`src/rtl/sram_seq_pkg.sv`:
```
package sram_seq_pkg;

    typedef enum logic [1:0] {
        ST_IDLE    = 2'd0,
        ST_WR_LOW  = 2'd1,
        ST_WR_HOLD = 2'd2,
        ST_RD_WAIT = 2'd3
    } seq_state_e;

    typedef enum int unsigned {
        TK_WE_PULSE,
        TK_DATA_SETUP,
        TK_CS_TO_END,
        TK_ADDR_TO_END,
        TK_CYCLE,
        TK_ACCESS,
        TK_BUS_RELEASE,
        TK_ADDR_HOLD
    } tkind_e;

    function automatic int imax(int a, int b);
        return (a > b) ? a : b;
    endfunction

    // Ceiling division with a floor of one cycle.
    function automatic int ns_to_cyc(int ns, int period_ns);
        int c;
        c = (ns + period_ns - 1) / period_ns;
        return (c < 1) ? 1 : c;
    endfunction

    // Minimum interval in ns per speed grade (0 fastest, 2 slowest).
    function automatic int grade_ns(int grade, tkind_e kind);
        int g;
        g = (grade < 0) ? 0 : ((grade > 2) ? 2 : grade);
        case (kind)
            TK_WE_PULSE:    return (g == 0) ? 20 : ((g == 1) ? 30 : 35);
            TK_DATA_SETUP:  return (g == 0) ? 12 : 20;
            TK_CS_TO_END:   return (g == 0) ? 20 : ((g == 1) ? 30 : 40);
            TK_ADDR_TO_END: return (g == 0) ? 20 : ((g == 1) ? 30 : 35);
            TK_CYCLE:       return (g == 0) ? 25 : ((g == 1) ? 35 : 45);
            TK_ACCESS:      return (g == 0) ? 25 : ((g == 1) ? 35 : 45);
            TK_BUS_RELEASE: return 8;
            TK_ADDR_HOLD:   return 5;
            default:        return 1;
        endcase
    endfunction

endpackage

```
`src/rtl/sram_seq_ctrl.sv`:
```
module sram_seq_ctrl
    import sram_seq_pkg::*;
#(
    parameter int ADDR_W   = 16,
    parameter int DATA_W   = 16,
    parameter int WZ_CYC   = 2,
    parameter int WLOW_CYC = 5,
    parameter int HOLD_CYC = 2,
    parameter int RD_CYC   = 7,
    parameter int CNT_W    = 4
) (
    input  logic              clk,
    input  logic              rst_n,
    input  logic              req_valid,
    input  logic              req_write,
    input  logic [ADDR_W-1:0] req_addr,
    input  logic [DATA_W-1:0] req_wdata,
    output logic              req_ready,
    output logic              cs_n,
    output logic              we_n,
    output logic [ADDR_W-1:0] addr,
    output logic [DATA_W-1:0] dq_o,
    output logic              dq_oe,
    output logic              sample_stb
);

    localparam logic [CNT_W-1:0] WZ_VAL    = CNT_W'(WZ_CYC);
    localparam logic [CNT_W-1:0] WLOW_LAST = CNT_W'(WLOW_CYC - 1);
    localparam logic [CNT_W-1:0] HOLD_LAST = CNT_W'(HOLD_CYC - 1);
    localparam logic [CNT_W-1:0] RD_LAST   = CNT_W'(RD_CYC - 1);

    typedef struct packed {
        seq_state_e        state;
        logic [CNT_W-1:0]  cnt;
        logic              cs_n;
        logic              we_n;
        logic              oe;
        logic              ready;
        logic [ADDR_W-1:0] addr;
        logic [DATA_W-1:0] wdata;
    } ctrl_regs_t;

    localparam ctrl_regs_t REGS_RESET = '{
        state: ST_IDLE, cnt: '0, cs_n: 1'b1, we_n: 1'b1, oe: 1'b0,
        ready: 1'b1, addr: '0, wdata: '0
    };

    ctrl_regs_t r_d, r_q;
    logic [CNT_W-1:0] cnt_inc;

    always_comb begin
        r_d        = r_q;
        cnt_inc    = r_q.cnt + 1'b1;
        sample_stb = 1'b0;
        case (r_q.state)
            ST_IDLE: begin
                if (req_valid) begin
                    r_d.addr  = req_addr;
                    r_d.wdata = req_wdata;
                    r_d.cs_n  = 1'b0;
                    r_d.ready = 1'b0;
                    r_d.cnt   = '0;
                    if (req_write) begin
                        r_d.we_n  = 1'b0;
                        r_d.state = ST_WR_LOW;
                    end else begin
                        r_d.state = ST_RD_WAIT;
                    end
                end
            end
            ST_WR_LOW: begin
                r_d.cnt = cnt_inc;
                r_d.oe  = (cnt_inc >= WZ_VAL);
                if (r_q.cnt == WLOW_LAST) begin
                    r_d.we_n  = 1'b1;
                    r_d.oe    = 1'b0;
                    r_d.cnt   = '0;
                    r_d.state = ST_WR_HOLD;
                end
            end
            ST_WR_HOLD: begin
                r_d.cnt = cnt_inc;
                if (r_q.cnt == HOLD_LAST) begin
                    r_d.cs_n  = 1'b1;
                    r_d.ready = 1'b1;
                    r_d.cnt   = '0;
                    r_d.state = ST_IDLE;
                end
            end
            ST_RD_WAIT: begin
                r_d.cnt = cnt_inc;
                if (r_q.cnt == RD_LAST) begin
                    sample_stb = 1'b1;
                    r_d.cs_n   = 1'b1;
                    r_d.ready  = 1'b1;
                    r_d.cnt    = '0;
                    r_d.state  = ST_IDLE;
                end
            end
            default: r_d = REGS_RESET;
        endcase
    end

    always_ff @(posedge clk or negedge rst_n) begin
        if (!rst_n) r_q <= REGS_RESET;
        else        r_q <= r_d;
    end

    assign req_ready = r_q.ready;
    assign cs_n      = r_q.cs_n;
    assign we_n      = r_q.we_n;
    assign addr      = r_q.addr;
    assign dq_o      = r_q.wdata;
    assign dq_oe     = r_q.oe;

endmodule

```
`src/rtl/sram_seq_capture.sv`:
```
module sram_seq_capture #(
    parameter int DATA_W = 16
) (
    input  logic              clk,
    input  logic              rst_n,
    input  logic              sample_stb,
    input  logic [DATA_W-1:0] dq_i,
    output logic              rsp_valid,
    output logic [DATA_W-1:0] rsp_rdata
);

    typedef struct packed {
        logic              valid;
        logic [DATA_W-1:0] data;
    } cap_regs_t;

    cap_regs_t c_d, c_q;

    always_comb begin
        c_d       = c_q;
        c_d.valid = sample_stb;
        if (sample_stb) c_d.data = dq_i;
    end

    always_ff @(posedge clk or negedge rst_n) begin
        if (!rst_n) c_q <= '0;
        else        c_q <= c_d;
    end

    assign rsp_valid = c_q.valid;
    assign rsp_rdata = c_q.data;

endmodule

```
`src/rtl/sram_seq.sv`:
```
module sram_seq
    import sram_seq_pkg::*;
#(
    parameter int ADDR_W        = 16,
    parameter int DATA_W        = 16,
    parameter int CLK_PERIOD_NS = 4,
    parameter int GRADE         = 0
) (
    input  logic              clk,
    input  logic              rst_n,
    input  logic              req_valid,
    input  logic              req_write,
    input  logic [ADDR_W-1:0] req_addr,
    input  logic [DATA_W-1:0] req_wdata,
    output logic              req_ready,
    output logic              rsp_valid,
    output logic [DATA_W-1:0] rsp_rdata,
    output logic              mem_cs_n,
    output logic              mem_we_n,
    output logic [ADDR_W-1:0] mem_addr,
    output logic [DATA_W-1:0] mem_dq_o,
    output logic              mem_dq_oe,
    input  logic [DATA_W-1:0] mem_dq_i
);

    localparam int WP_CYC   = ns_to_cyc(grade_ns(GRADE, TK_WE_PULSE),    CLK_PERIOD_NS);
    localparam int DW_CYC   = ns_to_cyc(grade_ns(GRADE, TK_DATA_SETUP),  CLK_PERIOD_NS);
    localparam int CW_CYC   = ns_to_cyc(grade_ns(GRADE, TK_CS_TO_END),   CLK_PERIOD_NS);
    localparam int AW_CYC   = ns_to_cyc(grade_ns(GRADE, TK_ADDR_TO_END), CLK_PERIOD_NS);
    localparam int WC_CYC   = ns_to_cyc(grade_ns(GRADE, TK_CYCLE),       CLK_PERIOD_NS);
    localparam int AA_CYC   = ns_to_cyc(grade_ns(GRADE, TK_ACCESS),      CLK_PERIOD_NS);
    localparam int WZ_CYC   = ns_to_cyc(grade_ns(GRADE, TK_BUS_RELEASE), CLK_PERIOD_NS);
    localparam int WR_CYC   = ns_to_cyc(grade_ns(GRADE, TK_ADDR_HOLD),   CLK_PERIOD_NS);

    localparam int WLOW_CYC = imax(imax(WP_CYC, WZ_CYC + DW_CYC), imax(CW_CYC, AW_CYC));
    localparam int HOLD_CYC = imax(WR_CYC, WC_CYC - WLOW_CYC);
    localparam int RD_CYC   = imax(AA_CYC, WC_CYC);
    localparam int MAX_CYC  = imax(imax(WLOW_CYC, HOLD_CYC), RD_CYC);
    localparam int CNT_W    = $clog2(MAX_CYC + 1);

    logic sample_stb;

    sram_seq_ctrl #(
        .ADDR_W   (ADDR_W),
        .DATA_W   (DATA_W),
        .WZ_CYC   (WZ_CYC),
        .WLOW_CYC (WLOW_CYC),
        .HOLD_CYC (HOLD_CYC),
        .RD_CYC   (RD_CYC),
        .CNT_W    (CNT_W)
    ) ctrl_i (
        .clk        (clk),
        .rst_n      (rst_n),
        .req_valid  (req_valid),
        .req_write  (req_write),
        .req_addr   (req_addr),
        .req_wdata  (req_wdata),
        .req_ready  (req_ready),
        .cs_n       (mem_cs_n),
        .we_n       (mem_we_n),
        .addr       (mem_addr),
        .dq_o       (mem_dq_o),
        .dq_oe      (mem_dq_oe),
        .sample_stb (sample_stb)
    );

    sram_seq_capture #(
        .DATA_W (DATA_W)
    ) cap_i (
        .clk        (clk),
        .rst_n      (rst_n),
        .sample_stb (sample_stb),
        .dq_i       (mem_dq_i),
        .rsp_valid  (rsp_valid),
        .rsp_rdata  (rsp_rdata)
    );

endmodule

```
`config.mk`:
```
export PLATFORM = sky130hd
export DESIGN_NAME = sram_seq
export DESIGN_NICKNAME = d
export VERILOG_FILES = /design/src/rtl/sram_seq_pkg.sv /design/src/rtl/sram_seq_ctrl.sv /design/src/rtl/sram_seq_capture.sv /design/src/rtl/sram_seq.sv
export SDC_FILE = /design/constraint.sdc
export NUM_CORES = 1
export LEC_CHECK = 0
export ABC_AREA = 1
export CAP_MARGIN = 30
export CORE_MARGIN = 10
export CORE_UTILIZATION = 45
export CTS_BUF_LIST = sky130_fd_sc_hd__clkbuf_2 sky130_fd_sc_hd__clkbuf_4 sky130_fd_sc_hd__clkbuf_8
export DETAILED_ROUTE_END_ITERATION = 7
export GPL_ROUTABILITY_DRIVEN = 0
export MAX_ROUTING_LAYER = met4
export PLACE_DENSITY = 0.82
export SLEW_MARGIN = 20
export SYNTH_ARGS = -nofsm -noshare
export SYNTH_HDL_FRONTEND = slang
export SYNTH_SLANG_ARGS = --single-unit
```
`constraint.sdc`:
```
create_clock -name clk -period 1.7 [get_ports clk]
set_input_delay 0.255 -clock clk [delete_from_list [all_inputs] [get_ports clk]]
set_output_delay 0.255 -clock clk [all_outputs]
set_load 0.05 [all_outputs]
```
==> summary.txt, run 1 <==
Critical path
  – CP startpoint: ctrl_i.r_q[36]
  – Data required, critical path: 1.96 ns
  – Critical path capture point type: flop
  – Setup CP Type: flop to flop
  – Arrival time reported for the critical path endpoint: 1.72 ns
  – Setup crit start kind: flop
  – CP Max Fanout: 18
  – Worst r2r src: ctrl_i.r_q[36]

Run status
  – Run status: finished clean

Finish
  – Filler Cell Count: 506
  – Most frequent cells in the layout: nand2_1, buf_4, dfrtp_1
  – Share of post-route cells with drive strength above 1: 0.244
  – Design area: 3700 sq um
  – Number of nets in the layout: 444
  – Most common cell after layout, fill and taps aside: nand2_1
  – Antenna Diode Count: 0
  – Layout Utilization: 0.625
  – Area added between synthesis and finish: 35.2%
  – Post-route non-filler standard cell count: 468

Timing
  – Unrepaired setup endpoints after global routing: no
  – Maximum clock rate: 686 MHz
  – Aggregate negative setup slack: 0 ns
  – Fin crit share: 0.857
  – Final number of setup-violating endpoints: 0
  – Max transition margin: 0.620
  – Final hold violations: 0
  – Tightest Pin Transition: 0.570 ns
  – Time the worst path needs with I/O delays and setup: 1.46 ns
  – Total count of max-transition violations in the final report: 0
  – Hold Slack: 0.462 ns
  – Clock tree skew after final layout: 0.00803 ns

CTS
  – Insertion delay of the later-clocked pin in the worst-skew pair: 0.33 ns
  – CTS sink count: 58
  – Htree depth: 3
  – TritonCTS clock tree: built
  – Number of buffers on the longest clock path: 2
  – Clock slew at the register clock pins of the worst setup and hold paths: 0.06 ns
  – Post-CTS repair timing setup buffer count: 0
  – Clock buffer count from CTS: 9
  – Clock root buffer master: clkbuf_8

Synthesis
  – Summed instance area of the synthesized netlist: 2740 sq um
  – Leading cell types by total area after synthesis: dfrtp_1, nand2_1, buf_4
  – Count of distinct cell types in the synthesized netlist: 21
  – Post-synthesis sequential element count: 58
  – Cell type with the largest total area after synthesis: dfrtp_1
  – Average size of a mapped cell: 8.83 sq um
  – Syn_nets: 366
  – Number of instances in the synthesized netlist: 310
  – Share of the synthesized area in the top cell type: 0.503
  – Sequential-to-total area share from yosys stat: 0.532
  – Count of warnings emitted by yosys: 0

Routing
  – DRC violation count after routing: 0
  – Routed wire length per instance: 15.2 um
  – First drt pass iteration count: 4
  – Starting DRC count in detailed routing: 88
  – Vias: 2276
  – Total routed wirelength: 7.10 mm
  – Number of nets with antenna violations after routing: 0
  – Average vias per placed instance: 4.86

Global routing
  – Total global-route track usage: 0.150
  – Pin count of the biggest net entering global routing: 24
  – Total congestion overflow after global routing: 0
  – Wire length of the first global-routing pass: 11.6 mm
  – Number of global-route vias before repair: 2325
  – Antenna violations before repair: 0

Power and ir drop
  – Leak: 1.94 nW
  – Total power per unit cell area: 2280 nW/um^2
  – Highest ir drop seen on vdd: 1.29 mV

Die
  – Number of ports placed on the die boundary: 105
  – Vertical die dimension: 98.0 um
  – Width of the chip: 98.0 um
  – Core ar.: 5920 sq um
  – Die area: 9600 sq um
  – Effective utilization at floorplan: 0.462
  – # rows: 28

Placed design
  – Instance count after placement with tap cells included: 451
  – Number of buffer cells added on primary ports: 104
  – Area after detailed placement: 3510 sq um
  – HPWL after detailed placement: 5.43 mm

Flow run
  – Max cap viols: 0

Worst hold path
  – Hold Crit Class: input port to asynchronous set/reset pin
[kinds of logic (layout without fill, tap and decap cells)]
group / Yosys count / after routing / share of synthesized area
simple gates: 170 / 170 / 0.274
flops: 58 / 58 / 0.532
buf+inv: 57 / 140 / 0.135
compound gates: 20 / 20 / 0.0370
fa+ha+maj: 4 / 4 / 0.0183
xor+xnor: 1 / 1 / 0.00320
[layer usage]
metal / track usage / part of all wire
met1: 0.195 / 0.46
met4: 0.0604 / 0.010
met3: 0.0564 / 0.098
met5: - / 0
met2: 0.206 / 0.43
[sequential cells by signal, indices dropped and copies added, names as in the netlist, 5 cells and up]
name / count
cap_i.rsp_rdata: 16
ctrl_i.dq_o: 16
ctrl_i.addr: 16
ctrl_i.r_q: 5
[layout make-up]
class                      instances  area [sq um]  share of cell area
clock inverter                     3          15.0             0.00406
timing repair buffer             113          1020               0.277
sequential                        58          1460               0.393
clock buffer                      13           160              0.0433
multi-input combinational        195           911               0.246
tap                               75          93.8              0.0254
inverter                          11          41.3              0.0112
[synth_stat cells (all sizes together)]
cell type	n
nor2	6
dfrtp	55
inv	11
nand3	37
ha	4
or2	2
clkbuf	6
dfstp	3
a31oi	1
nand2	125
o21ai	19
buf	40
xor2	1
[path summary, 6_finish.rpt]
check                                     end  slack [ns]  cells past startpoint
max                        cap_i.rsp_rdata[3]        0.24                      6
min                            ctrl_i.addr[2]        0.46                      2
max reg2reg                cap_i.rsp_rdata[3]        0.24                      6
min reg2reg                    ctrl_i.addr[0]        0.47                      2
max in group asynchronous     ctrl_i.addr[13]        0.60                      3
min in group clk           cap_i.rsp_rdata[2]        0.47                      3
[report_power, final]
part | leakage, nW | internal, mW | total, mW | switching (mW)
logic | 1.13 | 1.45 | 4.79 | 3.35
registers | 0.707 | 2.06 | 2.50 | 0.441
clock network | 0.0974 | 0.611 | 1.14 | 0.526
total | 1.94 | 4.12 | 8.44 | 4.32
[through the flow]
step,total power [mW],worst slack [ns]
after floorplan,6.23,0.366
after global placement,7.27,0.292
after detailed placement,7.37,0.237
after CTS,8.53,0.226
after global routing,8.95,0.0955
final,8.44,0.242
[timing repair]
item	CTS	global route
endpoints found under the setup margin	0	0
resized for setup	0	0
endpoints found under the hold margin	18	0
hold buffers	1	0
[critical path, stage by stage, from the launching register on]
cell     delay, ns
dfrtp_1       0.41
inv_1         0.12
ha_1          0.22
nand2_4       0.16
nor2_8        0.30
nand2_1       0.10
nand2_1       0.08
No activity file was read; power rests on OpenSTA's default activity.
==> run 2: changes to the inputs <==
--- a/config.mk
+++ b/config.mk
@@ -7,6 +7,7 @@
 export LEC_CHECK = 0
 export ABC_AREA = 1
 export CAP_MARGIN = 30
+export CORE_ASPECT_RATIO = 0.7
 export CORE_MARGIN = 10
 export CORE_UTILIZATION = 45
 export CTS_BUF_LIST = sky130_fd_sc_hd__clkbuf_2 sky130_fd_sc_hd__clkbuf_4 sky130_fd_sc_hd__clkbuf_8
==> run 2 against run 1 <==
Setup slack got worse by 0.035 ns. Worst hold slack barely moved. Final cell count fell by 0.21%. Non-clock buffer count fell by 1. Maximum frequency fell by 2.4%. Flip-flop and latch count did not move. Clock power rose by 12%.
==> summary.txt, run 2 (synthesis gave the netlist of run 1 again) <==
Run status
  – Run status: finished clean (unchanged)

Routing
  – Vias: 2169 (was 2276)
  – First drt pass iteration count: 4 (unchanged)
  – DRC violation count after routing: 0 (unchanged)
  – Total routed wirelength: 6.65 mm (was 7.10 mm)
  – Starting DRC count in detailed routing: 101 (was 88)
  – Routed wire length per instance: 14.2 um (was 15.2 um)
  – Average vias per placed instance: 4.64 (was 4.86)
  – Number of nets with antenna violations after routing: 0 (unchanged)

Critical path
  – Data required, critical path: 1.90 ns (was 1.96 ns)
  – Critical-path cell with the highest stage delay: dfrtp_1 (unchanged)
  – Most repeated library cell on the critical path: nand2_1 (unchanged)
  – Slowest Stage Delay on Critical Path: 0.42 ns (was 0.41 ns)
  – Arrival time reported for the critical path endpoint: 1.70 ns (was 1.72 ns)
  – CP Max Fanout: 18 (unchanged)
  – Worst-case register-to-register setup slack: 0.21 ns (was 0.24 ns)
  – Worst r2r src: ctrl_i.r_q[36] (unchanged)
  – Critical Path, Cell by Cell: inv_1, ha_1, nand2_4, nand2_2, nand3_1, nand2_1, nand2_1 (was inv_1, ha_1, nand2_4, nor2_8, nand2_1, nand2_1)
  – Terminus of the critical flop-to-flop path: ctrl_i.r_q[38] (was cap_i.rsp_rdata[3])
  – Setup CP Type: flop to flop (unchanged)
  – Cells on worst reg2reg path: 7 (was 6)
  – Setup crit start kind: flop (unchanged)
  – Critical path capture point type: flop (unchanged)

CTS
  – CTS Hold Buffers Added: 1 (unchanged)
  – Clock root buffer master: clkbuf_8 (unchanged)
  – CTS sink count: 58 (unchanged)
  – Insertion delay of the later-clocked pin in the worst-skew pair: 0.33 ns (about the same)
  – Post-CTS repair timing setup buffer count: 0 (unchanged)
  – Clock slew at the register clock pins of the worst setup and hold paths: 0.06 ns (about the same)
  – TritonCTS clock tree: built (unchanged)
  – Clock buffer count from CTS: 9 (unchanged)
  – Post-CTS Resized: 0 (unchanged)
  – Number of buffers on the longest clock path: 2 (unchanged)
  – Htree depth: 3 (unchanged)

Finish
  – Number of nets in the layout: 443 (was 444)
  – Total area of multi-input combinational cells: 911 sq um (unchanged)
  – Share of post-route cells with drive strength above 1: 0.242 (was 0.244)
  – Area added between synthesis and finish: 36.1% (was 35.2%)
  – Post-route non-filler standard cell count: 467 (was 468)
  – Seq. cell area: 1460 sq um (unchanged)
  – Most common cell after layout, fill and taps aside: nand2_1 (unchanged)
  – Antenna Diode Count: 0 (unchanged)
  – Filler Cell Count: 506 (unchanged)
  – Most frequent cells in the layout: nand2_1, buf_4, dfrtp_1 (unchanged)

Die
  – Core ar.: 5810 sq um (was 5920 sq um)
  – Vertical die dimension: 85.2 um (was 98.0 um)
  – Width of the chip: 113 um (was 98.0 um)
  – Die area: 9650 sq um (was 9600 sq um)
  – Number of ports placed on the die boundary: 105 (unchanged)
  – Effective utilization at floorplan: 0.471 (was 0.462)
  – # rows: 23 (was 28)

Worst hold path
  – Hold Crit Class: input port to asynchronous set/reset pin (unchanged)

Timing
  – Clock tree skew after final layout: 0.00987 ns (was 0.00803 ns)
  – Time the worst path needs with I/O delays and setup: 1.49 ns (was 1.46 ns)
  – Fin crit share: 0.878 (was 0.857)
  – Maximum clock rate: 670 MHz (was 686 MHz)
  – Max transition margin: 0.792 (was 0.620)
  – Unrepaired setup endpoints after global routing: no (unchanged)
  – Total count of max-transition violations in the final report: 0 (unchanged)
  – Final hold violations: 0 (unchanged)
  – Tightest Pin Transition: 0.311 ns (was 0.570 ns)
  – Final number of setup-violating endpoints: 0 (unchanged)
  – Aggregate negative setup slack: 0 ns (unchanged)
  – Hold Slack: 0.462 ns (about the same)

Global routing
  – Total congestion overflow after global routing: 0 (unchanged)
  – Total global-route track usage: 0.149 (was 0.150)
  – Pin count of the biggest net entering global routing: 59 (was 24)
  – Number of global-route vias before repair: 2362 (was 2325)
  – Wire length of the first global-routing pass: 11.4 mm (was 11.6 mm)
  – Antenna violations before repair: 0 (unchanged)

Flow run
  – Max cap viols: 0 (unchanged)

Power and ir drop
  – Total power per unit cell area: 2300 nW/um^2 (was 2280 nW/um^2)
  – Highest ir drop seen on vdd: 1.30 mV (was 1.29 mV)
  – Leak: 1.95 nW (was 1.94 nW)

Placed design
  – Instance count after placement with tap cells included: 450 (was 451)
  – HPWL after detailed placement: 4.98 mm (was 5.43 mm)
  – Number of buffer cells added on primary ports: 104 (unchanged)
run 2: area by class of cell:
type | count | area share
clock buffers | 13 | 0.0447
clock inverters | 3 | 0.0108
well taps | 75 | 0.0252
multi-input cells | 195 | 0.245
flip-flops and latches | 58 | 0.391
repair buffers | 112 | 0.273
inverters | 11 | 0.0111
run 2: worst max-delay path by stage:
stage                               from                  to  slack, ns  cells after the start
final                     ctrl_i.r_q[36]      ctrl_i.r_q[38]       0.21                      7
after global routing      ctrl_i.r_q[36]        ctrl_i.dq_oe       0.10                      5
after CTS                 ctrl_i.r_q[36]      ctrl_i.r_q[38]       0.22                      7
after detailed placement  ctrl_i.r_q[36]  cap_i.rsp_rdata[1]       0.24                      6
after global placement    ctrl_i.r_q[39]      ctrl_i.r_q[40]       0.32                      6
after floorplan           ctrl_i.r_q[36]        ctrl_i.dq_oe       0.37                      5
run 2: power breakdown:
group / internal, mW / total (mW) / switching [mW]
Combinational: 1.44 / 4.79 / 3.35
Sequential: 2.06 / 2.49 / 0.426
Clock: 0.785 / 1.28 / 0.497
Total: 4.29 / 8.56 / 4.27
run 2: metal layers:
| metal | GRT usage | vias to the layer above | share of wire |
|---|---|---|---|
| met4 | 0.0448 | 0 | 0.010 |
| li1 | - | 1096 | - |
| met3 | 0.0647 | 8 | 0.068 |
| met2 | 0.225 | 66 | 0.46 |
| met1 | 0.177 | 999 | 0.46 |
| met5 | - | - | 0 |
run 2: metrics by stage:
step | util | area (sq um) | worst slack, ns | power [mW]
floorplan | - | 2740 | 0.366 | 6.23
global placement | 0.603 | 3510 | 0.317 | 7.27
detailed placement | 0.603 | 3510 | 0.236 | 7.36
CTS | 0.641 | 3720 | 0.218 | 8.69
global route | 0.641 | 3720 | 0.103 | 9.17
finish | 0.641 | 3720 | 0.207 | 8.56
run 2: worst max-delay path: cells and delay by family (launching register included):
family	cells	cell delay, ns
simple gates	5	0.60
fa+ha+maj	1	0.23
flops	1	0.42
buf+inv	1	0.12
